## src/rtl/amp_sup_pkg.sv

```systemverilog
package amp_sup_pkg;

    typedef enum logic [1:0] {
        LW_OFF   = 2'd0,
        LW_WATCH = 2'd1,
        LW_LOST  = 2'd2
    } link_state_t;

    typedef enum logic [1:0] {
        TH_NORMAL = 2'd0,
        TH_WARN   = 2'd1,
        TH_SHUT   = 2'd2
    } therm_state_t;

    typedef enum logic [1:0] {
        OC_CLEAR     = 2'd0,
        OC_TRIPPED   = 2'd1,
        OC_MUTE_HELD = 2'd2
    } oc_state_t;

endpackage

```

## src/rtl/amp_link_watch.sv

```systemverilog
module amp_link_watch
    import amp_sup_pkg::*;
#(
    parameter int unsigned LOSS_CYCLES = 6_250_000
) (
    input  logic clk,
    input  logic rst_n,
    input  logic bridged_mode,
    input  logic pwm_a,
    input  logic pwm_c,
    output logic data_loss
);
    localparam int unsigned CNT_W = $clog2(LOSS_CYCLES + 1);
    localparam logic [CNT_W-1:0] LAST_CNT = CNT_W'(LOSS_CYCLES - 1);

    logic [1:0]       a_sync, c_sync;
    logic             a_prev, c_prev;
    logic             edge_seen;
    logic [CNT_W-1:0] idle_cnt;
    link_state_t      state, state_nx;

    // input synchronizers and edge history
    always_ff @(posedge clk or negedge rst_n) begin
        if (!rst_n) begin
            a_sync <= '0;
            c_sync <= '0;
            a_prev <= 1'b0;
            c_prev <= 1'b0;
        end else begin
            a_sync <= {a_sync[0], pwm_a};
            c_sync <= {c_sync[0], pwm_c};
            a_prev <= a_sync[1];
            c_prev <= c_sync[1];
        end
    end

    assign edge_seen = (a_sync[1] ^ a_prev) | (c_sync[1] ^ c_prev);

    // state register
    always_ff @(posedge clk or negedge rst_n) begin
        if (!rst_n) state <= LW_OFF;
        else        state <= state_nx;
    end

    // next-state logic
    always_comb begin
        state_nx = state;
        unique case (state)
            LW_OFF:   if (bridged_mode) state_nx = LW_WATCH;
            LW_WATCH: if (!bridged_mode) state_nx = LW_OFF;
                      else if (!edge_seen && idle_cnt == LAST_CNT) state_nx = LW_LOST;
            LW_LOST:  if (!bridged_mode) state_nx = LW_OFF;
                      else if (edge_seen) state_nx = LW_WATCH;
            default:  state_nx = LW_OFF;
        endcase
    end

    // idle counter: reloads on every edge, runs only while watching
    always_ff @(posedge clk or negedge rst_n) begin
        if (!rst_n)                                   idle_cnt <= '0;
        else if (state != LW_WATCH || edge_seen)      idle_cnt <= '0;
        else if (idle_cnt != LAST_CNT)                idle_cnt <= idle_cnt + 1'b1;
    end

    // outputs
    always_comb begin
        data_loss = (state == LW_LOST);
    end

    AST_LOSS_OFF_IN_QUAD: assert property (@(posedge clk) disable iff (!rst_n)
        !bridged_mode |=> !data_loss) else $error("loss flag in four-channel mode");
    AST_LOSS_CLEAR_ON_EDGE: assert property (@(posedge clk) disable iff (!rst_n)
        (data_loss && edge_seen) |=> !data_loss) else $error("loss flag kept after edge");

endmodule

```

## src/rtl/amp_thermal_guard.sv

```systemverilog
module amp_thermal_guard
    import amp_sup_pkg::*;
#(
    parameter int unsigned TEMP_W  = 8,
    parameter int unsigned WARN_C  = 135,
    parameter int unsigned SHUT_C  = 150,
    parameter int unsigned CLEAR_C = 120
) (
    input  logic              clk,
    input  logic              rst_n,
    input  logic [TEMP_W-1:0] die_temp,
    output logic              therm_warn,
    output logic              therm_shut
);
    localparam logic [TEMP_W-1:0] WARN_LVL  = TEMP_W'(WARN_C);
    localparam logic [TEMP_W-1:0] SHUT_LVL  = TEMP_W'(SHUT_C);
    localparam logic [TEMP_W-1:0] CLEAR_LVL = TEMP_W'(CLEAR_C);

    therm_state_t state, state_nx;
    logic hot_warn, hot_shut, cooled;

    assign hot_warn = die_temp > WARN_LVL;
    assign hot_shut = die_temp > SHUT_LVL;
    assign cooled   = die_temp < CLEAR_LVL;

    always_ff @(posedge clk or negedge rst_n) begin
        if (!rst_n) state <= TH_NORMAL;
        else        state <= state_nx;
    end

    always_comb begin
        state_nx = state;
        unique case (state)
            TH_NORMAL: if (hot_shut) state_nx = TH_SHUT;
                       else if (hot_warn) state_nx = TH_WARN;
            TH_WARN:   if (hot_shut) state_nx = TH_SHUT;
                       else if (cooled) state_nx = TH_NORMAL;
            TH_SHUT:   if (cooled) state_nx = TH_NORMAL;
            default:   state_nx = TH_NORMAL;
        endcase
    end

    always_comb begin
        therm_warn = (state != TH_NORMAL);
        therm_shut = (state == TH_SHUT);
    end

    AST_SHUT_HOLD: assert property (@(posedge clk) disable iff (!rst_n)
        (therm_shut && !cooled) |=> therm_shut) else $error("shutdown released early");
    AST_WARN_HOLD: assert property (@(posedge clk) disable iff (!rst_n)
        (therm_warn && !cooled) |=> therm_warn) else $error("warning released early");
    AST_SHUT_SET: assert property (@(posedge clk) disable iff (!rst_n)
        hot_shut |=> therm_shut) else $error("shutdown missed");

endmodule

```

## src/rtl/amp_oc_latch.sv

```systemverilog
module amp_oc_latch
    import amp_sup_pkg::*;
#(
    parameter int unsigned NUM_SW = 8
) (
    input  logic              clk,
    input  logic              rst_n,
    input  logic [NUM_SW-1:0] oc_hit,
    input  logic              mute_sync,
    output logic              oc_flag
);
    oc_state_t state, state_nx;
    logic      any_hit;

    assign any_hit = |oc_hit;

    always_ff @(posedge clk or negedge rst_n) begin
        if (!rst_n) state <= OC_CLEAR;
        else        state <= state_nx;
    end

    always_comb begin
        state_nx = state;
        unique case (state)
            OC_CLEAR:     if (any_hit) state_nx = OC_TRIPPED;
            OC_TRIPPED:   if (mute_sync) state_nx = OC_MUTE_HELD;
            OC_MUTE_HELD: if (!mute_sync) state_nx = any_hit ? OC_TRIPPED : OC_CLEAR;
            default:      state_nx = OC_CLEAR;
        endcase
    end

    always_comb begin
        oc_flag = (state != OC_CLEAR);
    end

    AST_OC_TRIP: assert property (@(posedge clk) disable iff (!rst_n)
        any_hit |=> oc_flag) else $error("overcurrent not latched");
    AST_OC_NO_SELF_CLEAR: assert property (@(posedge clk) disable iff (!rst_n)
        (oc_flag && !mute_sync && !$past(mute_sync)) |=> oc_flag) else $error("overcurrent cleared without mute");

endmodule

```

## src/rtl/amp_fault_supervisor.sv

```systemverilog
module amp_fault_supervisor
    import amp_sup_pkg::*;
#(
    parameter int unsigned LOSS_CYCLES = 6_250_000,
    parameter int unsigned TEMP_W      = 8,
    parameter int unsigned WARN_C      = 135,
    parameter int unsigned SHUT_C      = 150,
    parameter int unsigned CLEAR_C     = 120,
    parameter int unsigned NUM_SW      = 8
) (
    input  logic              clk,
    input  logic              rst_n,
    input  logic              bridged_mode,
    input  logic              pwm_a,
    input  logic              pwm_c,
    input  logic [TEMP_W-1:0] die_temp,
    input  logic [NUM_SW-1:0] oc_hit,
    input  logic              mute,
    output logic              data_loss,
    output logic              therm_warn,
    output logic              therm_shut,
    output logic              oc_flag,
    output logic              force_off
);
    localparam int unsigned SYNC_STAGES = 2;

    logic [SYNC_STAGES-1:0] mute_pipe;
    logic                   mute_sync;

    always_ff @(posedge clk or negedge rst_n) begin
        if (!rst_n) mute_pipe <= '0;
        else        mute_pipe <= {mute_pipe[SYNC_STAGES-2:0], mute};
    end
    assign mute_sync = mute_pipe[SYNC_STAGES-1];

    amp_link_watch #(.LOSS_CYCLES(LOSS_CYCLES)) u_link (
        .clk          (clk),
        .rst_n        (rst_n),
        .bridged_mode (bridged_mode),
        .pwm_a        (pwm_a),
        .pwm_c        (pwm_c),
        .data_loss    (data_loss)
    );

    amp_thermal_guard #(
        .TEMP_W  (TEMP_W),
        .WARN_C  (WARN_C),
        .SHUT_C  (SHUT_C),
        .CLEAR_C (CLEAR_C)
    ) u_therm (
        .clk        (clk),
        .rst_n      (rst_n),
        .die_temp   (die_temp),
        .therm_warn (therm_warn),
        .therm_shut (therm_shut)
    );

    amp_oc_latch #(.NUM_SW(NUM_SW)) u_oc (
        .clk       (clk),
        .rst_n     (rst_n),
        .oc_hit    (oc_hit),
        .mute_sync (mute_sync),
        .oc_flag   (oc_flag)
    );

    always_comb begin
        force_off = mute_sync | therm_shut | oc_flag | (bridged_mode & data_loss);
    end

    AST_SHUT_IMPLIES_WARN: assert property (@(posedge clk) disable iff (!rst_n)
        therm_shut |-> therm_warn) else $error("shutdown without warning");
    AST_FAULT_FORCES_OFF: assert property (@(posedge clk) disable iff (!rst_n)
        (therm_shut || oc_flag) |-> force_off) else $error("fault not forcing off");
    AST_MUTE_FORCES_OFF: assert property (@(posedge clk) disable iff (!rst_n)
        $past(mute_pipe[0]) |-> force_off) else $error("mute not forcing off");

endmodule

```

## config.mk

```make
export PLATFORM = sky130hd
export DESIGN_NAME = amp_fault_supervisor
export DESIGN_NICKNAME = d
export VERILOG_FILES = /design/src/rtl/amp_sup_pkg.sv /design/src/rtl/amp_link_watch.sv /design/src/rtl/amp_thermal_guard.sv /design/src/rtl/amp_oc_latch.sv /design/src/rtl/amp_fault_supervisor.sv
export SDC_FILE = /design/constraint.sdc
export NUM_CORES = 1
export LEC_CHECK = 0
export ABC_CLOCK_PERIOD_IN_PS = 1990
export BUFFER_PORTS_ARGS = -buffer_cell sky130_fd_sc_hd__buf_4
export CAP_MARGIN = 20
export CORE_MARGIN = 10
export CORE_UTILIZATION = 23
export CTS_BUF_LIST = sky130_fd_sc_hd__clkbuf_16
export CTS_CLUSTER_DIAMETER = 120
export CTS_CLUSTER_SIZE = 12
export DETAILED_ROUTE_END_ITERATION = 10
export PLACE_DENSITY = 0.47
export SETUP_SLACK_MARGIN = 0.2
export SYNTH_ARGS = -nofsm -noshare
export SYNTH_HDL_FRONTEND = slang
export SYNTH_SLANG_ARGS = --single-unit
```

## constraint.sdc

```tcl
create_clock -name clk -period 1.99 [get_ports clk]
set_input_delay 0.398 -clock clk [delete_from_list [all_inputs] [get_ports clk]]
set_output_delay 0.398 -clock clk [all_outputs]
set_load 0.02 [all_outputs]
```

-- Word level (Yosys, flattened, before mapping)
Index checks and enable logic that the tools add are counted.
- bits in registers: 37
- output and inout bits: 5
- bits of input ports: 22
- word-level logic and storage cells: 66
- equality and inequality tests: 16
- bitwise logic cells: 7
- reduce and logical (&&, ||, !) cells: 12
- mux-type cells: 18
- magnitude comparators: 3
- add/sub/neg operators: 1
- operators by type and width (cell ; number):
    $mux W23 ; 2
    $mux W2 ; 12
    $add A23 B1 Y23 const B ; 1
    $eq A23 B23 Y1 const B ; 1
    $ne A23 B23 Y1 const B ; 1
    $pmux W2 S3 ; 3
    $gt A8 B8 Y1 const B ; 2
    $lt A8 B7 Y1 const B ; 1
    $reduce_or A8 Y1 ; 1
    $eq A2 B1 Y1 const B ; 3
    $eq A2 B2 Y1 const B ; 3
    $logic_not A2 Y1 ; 3
    $ne A2 B2 Y1 const B ; 3
    $ne A3 B2 Y1 const B ; 2
    $reduce_and A3 Y1 ; 2
    $reduce_bool A2 Y1 ; 3
    $ne A2 B1 Y1 const B ; 2
    $or A1 B1 Y1 ; 4
    $ne A3 B1 Y1 const B ; 1
    $xor A1 B1 Y1 ; 2
    $and A1 B1 Y1 ; 1
    $logic_and A1 B1 Y1 ; 1
    $logic_not A1 Y1 ; 1
    $logic_or A1 B1 Y1 ; 1
    $mux W1 ; 1

-- Longest topological paths before layout
- word-level depth: 7
- mapped depth: 7
- gate-level depth less buffers: 5

-- Cells and area by module
From an unflattened synthesis, not the netlist that was laid out.
- cells, all modules: 181
- area, all modules: 1849.3 um2
- by module, submodules not included (module ; sequential area each (um2) ; area an instance (um2) ; instances ; cells an instance):
    amp_link_watch ; 775.7 ; 1547.7 ; 1 ; 155
    amp_thermal_guard ; 50.0 ; 130.1 ; 1 ; 13
    amp_oc_latch ; 50.0 ; 110.1 ; 1 ; 10
    amp_fault_supervisor ; 50.0 ; 61.3 ; 1 ; 3

-- Worst setup path after synthesis
OpenSTA, ideal clock, no wires.
- kind: reg-to-reg
- start point: reg u_link.idle_cnt[0]
- end point: reg u_link.idle_cnt[10]
- stages on the path, launching flop included: 8
- path slack: 0.225 ns
- path buffers: 2
- data arrival time: 1.682 ns
- period minus slack after synthesis: 1.765 ns
- cells stage by stage: dfrtp_1 -> ha_1 -> and3_1 -> buf_2 -> and4_1 -> clkbuf_1 -> a2111o_1 -> o21ai_0
- word-level cells in the longest chain between the ends: 3
- elaborated cells on any way between the ends: 5
- classes of those cells: add/sub: 1; eq/ne: 1; mux: 2; reduce/logical: 1
- ends and longest elaborated chain (item ; RTL line ; text):
    start, declared ; amp_link_watch.sv:19 ; logic [CNT_W-1:0] idle_cnt;
    start signal, assigned ; amp_link_watch.sv:62 ; else if (idle_cnt != LAST_CNT) idle_cnt <= idle_cnt + 1'b1;
    $add A23 B1 Y23 ; amp_link_watch.sv:62 ;
    $mux W23 ; amp_link_watch.sv:62 ;
    $mux W23 ; amp_link_watch.sv:61 ; else if (state != LW_WATCH || edge_seen) idle_cnt <= '0;
Several ways; a longest one is shown, not always the timed one. The select of a mux whose other input is x is not followed.
A chain may end at the register's enable or synchronous reset.

-- Final worst setup path
- start point: reg u_link.state[1]
- end point: out force_off
- word-level cells in the longest chain between the ends: 3
- ends and longest elaborated chain (item ; RTL line ; text):
    start, declared ; amp_link_watch.sv:20 ; link_state_t state, state_nx;
    start signal, assigned ; amp_link_watch.sv:42 ; else state <= state_nx;
    $eq A2 B2 Y1 ; amp_link_watch.sv:67 ; data_loss = (state == LW_LOST);
    $and A1 B1 Y1 ; amp_fault_supervisor.sv:67 ; force_off = mute_sync | therm_shut | oc_flag | (bridged_mode & data_loss);
    $or A1 B1 Y1 ; amp_fault_supervisor.sv:67 ;
    end, declared ; amp_fault_supervisor.sv:23 ; output logic force_off
Every way passes these cells.

==> impl_summary.md <==
Global route
The global route total overflow is 0. The first global-routing pass estimated 7450 um of wire. The number of global-route vias before repair is 1546. The global-route usage over all layers is 0.0771.

The pin count of the biggest net entering global routing is 38. The number of antenna violations at the first check in global routing came to 0.

CTS
The number of clock buffers inserted by TritonCTS is 5. The root buffer cell chosen for the clock tree is sky130_fd_sc_hd__clkbuf_16. Clock latency on the worst-skew pair, taken at its later pin, is 280 ps. The total clock sinks is 37. The TritonCTS clock tree is done. The cts-stage hold buffer count is 0. The clock edge transition at the registers on the reported setup and hold paths is 60 ps. The worst-case clock buffer depth is 2. The number of levels in the clock H-tree is 2.

Synthesis
The mean area per synthesized cell is 10.0 um2. The number of enable flip-flop cells after synthesis is 0. Counting flops and latches in the post-synthesis netlist gives 37. The synthesized cell area is 0.00185 mm2. In the synthesized netlist the dominant register cell turns out to be sky130_fd_sc_hd__dfrtp_1. The number of nets in the synthesized netlist is 207. The number of different library cells in the post-synthesis netlist is 44. Sorting the synthesized cells by area gives the leading types as sky130_fd_sc_hd__dfrtp_1 50%, sky130_fd_sc_hd__o21ai_0 3.8%, sky130_fd_sc_hd__xor2_1 3.8%.

Of the synthesized area, sequential elements account for 0.501. The share of async-settable or async-resettable flops after synthesis is 1.00. The share of the synthesized area in the top cell type is 0.501. The largest area contributor in the netlist is sky130_fd_sc_hd__dfrtp_1.

The post-synthesis instance total is 184. Yosys printed 0 warnings.

Power and ir drop
The power per cell area is 796 mW/mm2. The worst-case IR drop observed on VDD is 0.265 mV. The design draws 1.88 mW. The analysis attributes to net switching a power of 474 uW. The switching power share of the total is 0.252.

The clock network fraction of total power is 0.404. The portion of total power attributed to combinational logic is 0.165. The static leakage is 0.996 nW. Of the total power, registers draw 0.430.

Internal power comes to 1.41 mW.

Drt
The via count of the routed design is 1544. The vias per cell is 4.81. Wire segments on met2 add up to 2180 um in the final route. Signal routing reaches up to met4. The DRC violations left is 0. The post-detailed-routing wire length is 4550 um. The detailed router finished its first iteration with 62 violations.

The final antenna-violating net count is 0. In the final routed layout, each cell accounts on average for 14.2 um. In the final routing, the length of wire on met1 measures 2040 um.

The number of detailed-routing iterations run before antenna repair is 4. After detailed routing, the met3 layer carries 273 um of wire.

Setup path
The critical path start-end classification is reg2out. The startpoint kind of the worst setup timing path is a flip-flop. STA puts the critical path data required time at 1590 ps. Of all nets on the critical path, the largest fanout is 3.

The largest incremental delay on the critical path is 380 ps. The type of destination of the critical path is an output pin. For the worst setup path, the data arrival time is 1350 ps. Across all register-to-register paths, the minimum setup slack is 280 ps. Among all stages on the critical path, the largest delay is contributed by sky130_fd_sc_hd__dfrtp_1. Traced cell by cell, the critical path runs through nor2b_2, a2111o_1, buf_6.

Status
The flow ran to the end, and the final reports show no timing, DRC or antenna violations.

STA
Setup repair after global routing could not meet its margin everywhere. The final number of hold-violating endpoints came to 0. The final worst clock skew is 6.12 ps.

The final total negative setup slack is 0 ps. In the finished design, the share of the clock period the worst path needs comes to 0.879. Headroom to the max-slew limit came out at 0.680. The count of final max-slew check failures is 0. The worst path needs 1750 ps of the cycle, external delays included.

Setup violations remaining at the end of the flow were counted as 0. The post-layout worst setup margin is 240 ps. The achievable clock frequency is 571 MHz.

The transition time at the pin with the least slew margin is 480 ps.

Cells and area
The final design utilization is 0.305. After the last flow step, the layout net total stands at 241. 0 antenna diodes ended up in the layout. The area growth from synthesis to final layout is 28.2%. Fill cells in the final layout number 852. The ratio of cells with drive above 1 in the final layout is 0.260.

The non-filler instance count after layout is 321.

Place
Including well taps, the total number of placed cells is 306. The count of buffers added on input and output ports is 26. The post-place setup slack is 166 ps.

The wire-length estimate of the detail-placed layout is 3180 um. The placer congestion estimate is 0.722.

Floorplan
From left edge to right edge, the die measures 110 um. The floorplan step set the die height to 110 um. 27 I/O pins were placed. The floorplan die area is 0.0120 mm2. The initial utilization of the core area, before any placement, comes to 0.238. The number of placement rows is 32.

In this run the standard cell core region covers 0.00777 mm2.

Flow run
The number of max-cap violations is 0.

Min path
The classification of the worst-slack hold path is in2async.
==> worst paths after layout <==
path | startpoint | to | cells past startpoint
min in group clk | mute | mute_pipe[0]$_DFF_PN0_ | 1
max | u_link.state[1]$_DFFE_PN0P_ | force_off | 3
max reg2reg | u_link.state[1]$_DFFE_PN0P_ | u_link.idle_cnt[20]$_DFFE_PN0P_ | 4
min reg2reg | u_link.a_sync[0]$_DFF_PN0_ | u_link.a_sync[1]$_DFF_PN0_ | 0
min | rst_n | u_link.idle_cnt[21]$_DFFE_PN0P_ | 1
max in group asynchronous | rst_n | u_link.idle_cnt[4]$_DFFE_PN0P_ | 1
==> final cells by class <==
| type | instances | area (um2) | share of cell area |
|---|---|---|---|
| clock buffer | 5 | 125 | 0.0528 |
| clock inverter | 3 | 17.5 | 0.00740 |
| inverter | 3 | 11.3 | 0.00475 |
| multi-input combinational | 138 | 908 | 0.384 |
| sequential | 37 | 927 | 0.391 |
| tap | 102 | 128 | 0.0539 |
| timing repair buffer | 33 | 251 | 0.106 |
==> sequential cells by signal, indices dropped and copies added (netlist names) <==
name / flops
mute_pipe: 2
u_link.a_prev: 1
u_link.a_sync: 2
u_link.c_prev: 1
u_link.c_sync: 2
u_link.idle_cnt: 23
u_link.state: 2
u_oc.state: 2
u_therm.state: 2
==> cells in the final DEF, fill, tap and decap left out, types with 4 or more instances in the layout <==
master and instances:
sky130_fd_sc_hd__a21oi_1 12, sky130_fd_sc_hd__buf_4 32, sky130_fd_sc_hd__clkbuf_16 5, sky130_fd_sc_hd__dfrtp_1 36, sky130_fd_sc_hd__nand2_1 11, sky130_fd_sc_hd__nand3_1 12, sky130_fd_sc_hd__nand4_1 7, sky130_fd_sc_hd__nor2_1 11
sky130_fd_sc_hd__nor3_1 4, sky130_fd_sc_hd__o21ai_0 14, sky130_fd_sc_hd__or3_1 7, sky130_fd_sc_hd__xor2_1 8
==> logic make-up after synthesis <==
kind of cell	Yosys count	synth area share
buffers and inverters	10	0.0264
muxes	2	0.0108
DFF	37	0.501
and+or+nand+nor	84	0.273
AOI/OAI and AO/OA	41	0.139
xor gates and xnor gates	9	0.0427
adders and majority gates	1	0.00677
==> synthesized netlist by cell type, types with 2 or more instances <==
library cell / count
sky130_fd_sc_hd__or4_1: 3
sky130_fd_sc_hd__nand3_1: 12
sky130_fd_sc_hd__nor4_1: 3
sky130_fd_sc_hd__clkbuf_1: 3
sky130_fd_sc_hd__mux2i_1: 2
sky130_fd_sc_hd__o211a_1: 2
sky130_fd_sc_hd__nand2b_1: 4
sky130_fd_sc_hd__nor2_1: 11
sky130_fd_sc_hd__a31oi_1: 2
sky130_fd_sc_hd__o21ai_0: 14
sky130_fd_sc_hd__or3_1: 7
sky130_fd_sc_hd__nor2b_1: 2
sky130_fd_sc_hd__inv_1: 3
sky130_fd_sc_hd__and4_1: 4
sky130_fd_sc_hd__nor3_1: 4
sky130_fd_sc_hd__nand2_1: 11
sky130_fd_sc_hd__and2_1: 2
sky130_fd_sc_hd__and3_1: 5
sky130_fd_sc_hd__a21oi_1: 12
sky130_fd_sc_hd__buf_2: 2
sky130_fd_sc_hd__a2111o_1: 2
sky130_fd_sc_hd__xor2_1: 8
sky130_fd_sc_hd__or2_2: 2
sky130_fd_sc_hd__o31ai_1: 2
sky130_fd_sc_hd__dfrtp_1: 37
sky130_fd_sc_hd__nand4_1: 7
==> metal layers <==
| layer | track usage | vias to the layer above |
|---|---|---|
| li1 | - | 759 |
| met4 | 0.0307 | 0 |
| met3 | 0.0263 | 5 |
| met5 | 0 | - |
| met2 | 0.119 | 34 |
| met1 | 0.0964 | 746 |
==> per-stage QoR <==
step,hold WS [ps],cell area [um2]
final,66.9,2370
after global routing,113,2370
after CTS,93.8,2310
after detailed placement,337,2140
after global placement,332,2140
after floorplan,102,1850
==> worst max-delay path, delay by kind of cell (launching register included) <==
kind | cells | cell delay (ps)
flip-flops | 1 | 380
AND/OR/NAND/NOR | 1 | 170
buffers and inverters | 1 | 140
AO/OA/AOI/OAI | 1 | 380
==> power groups by stage <==
stage | clock (mW) | sequential (mW) | combinational (mW)
finish | 0.762 | 0.811 | 0.312
global route | 0.825 | 0.816 | 0.341
CTS | 0.793 | 0.812 | 0.301
detailed placement | 0 | 0.837 | 0.245
global placement | 0 | 0.835 | 0.243
floorplan | 0 | 0.829 | 0.134
==> what timing repair did <==
| item | 4_1_cts | 5_1_grt |
|---|---|---|
| pin swaps | 1 | 2 |
| buffers inserted | 2 | 4 |
| endpoints found under the hold margin | 0 | 0 |
| gates resized for setup | 3 | 9 |
| setup endpoints to repair | 4 | 14 |
| cloned | 0 | 1 |
Note: power is estimated with default switching activity, not from simulation.
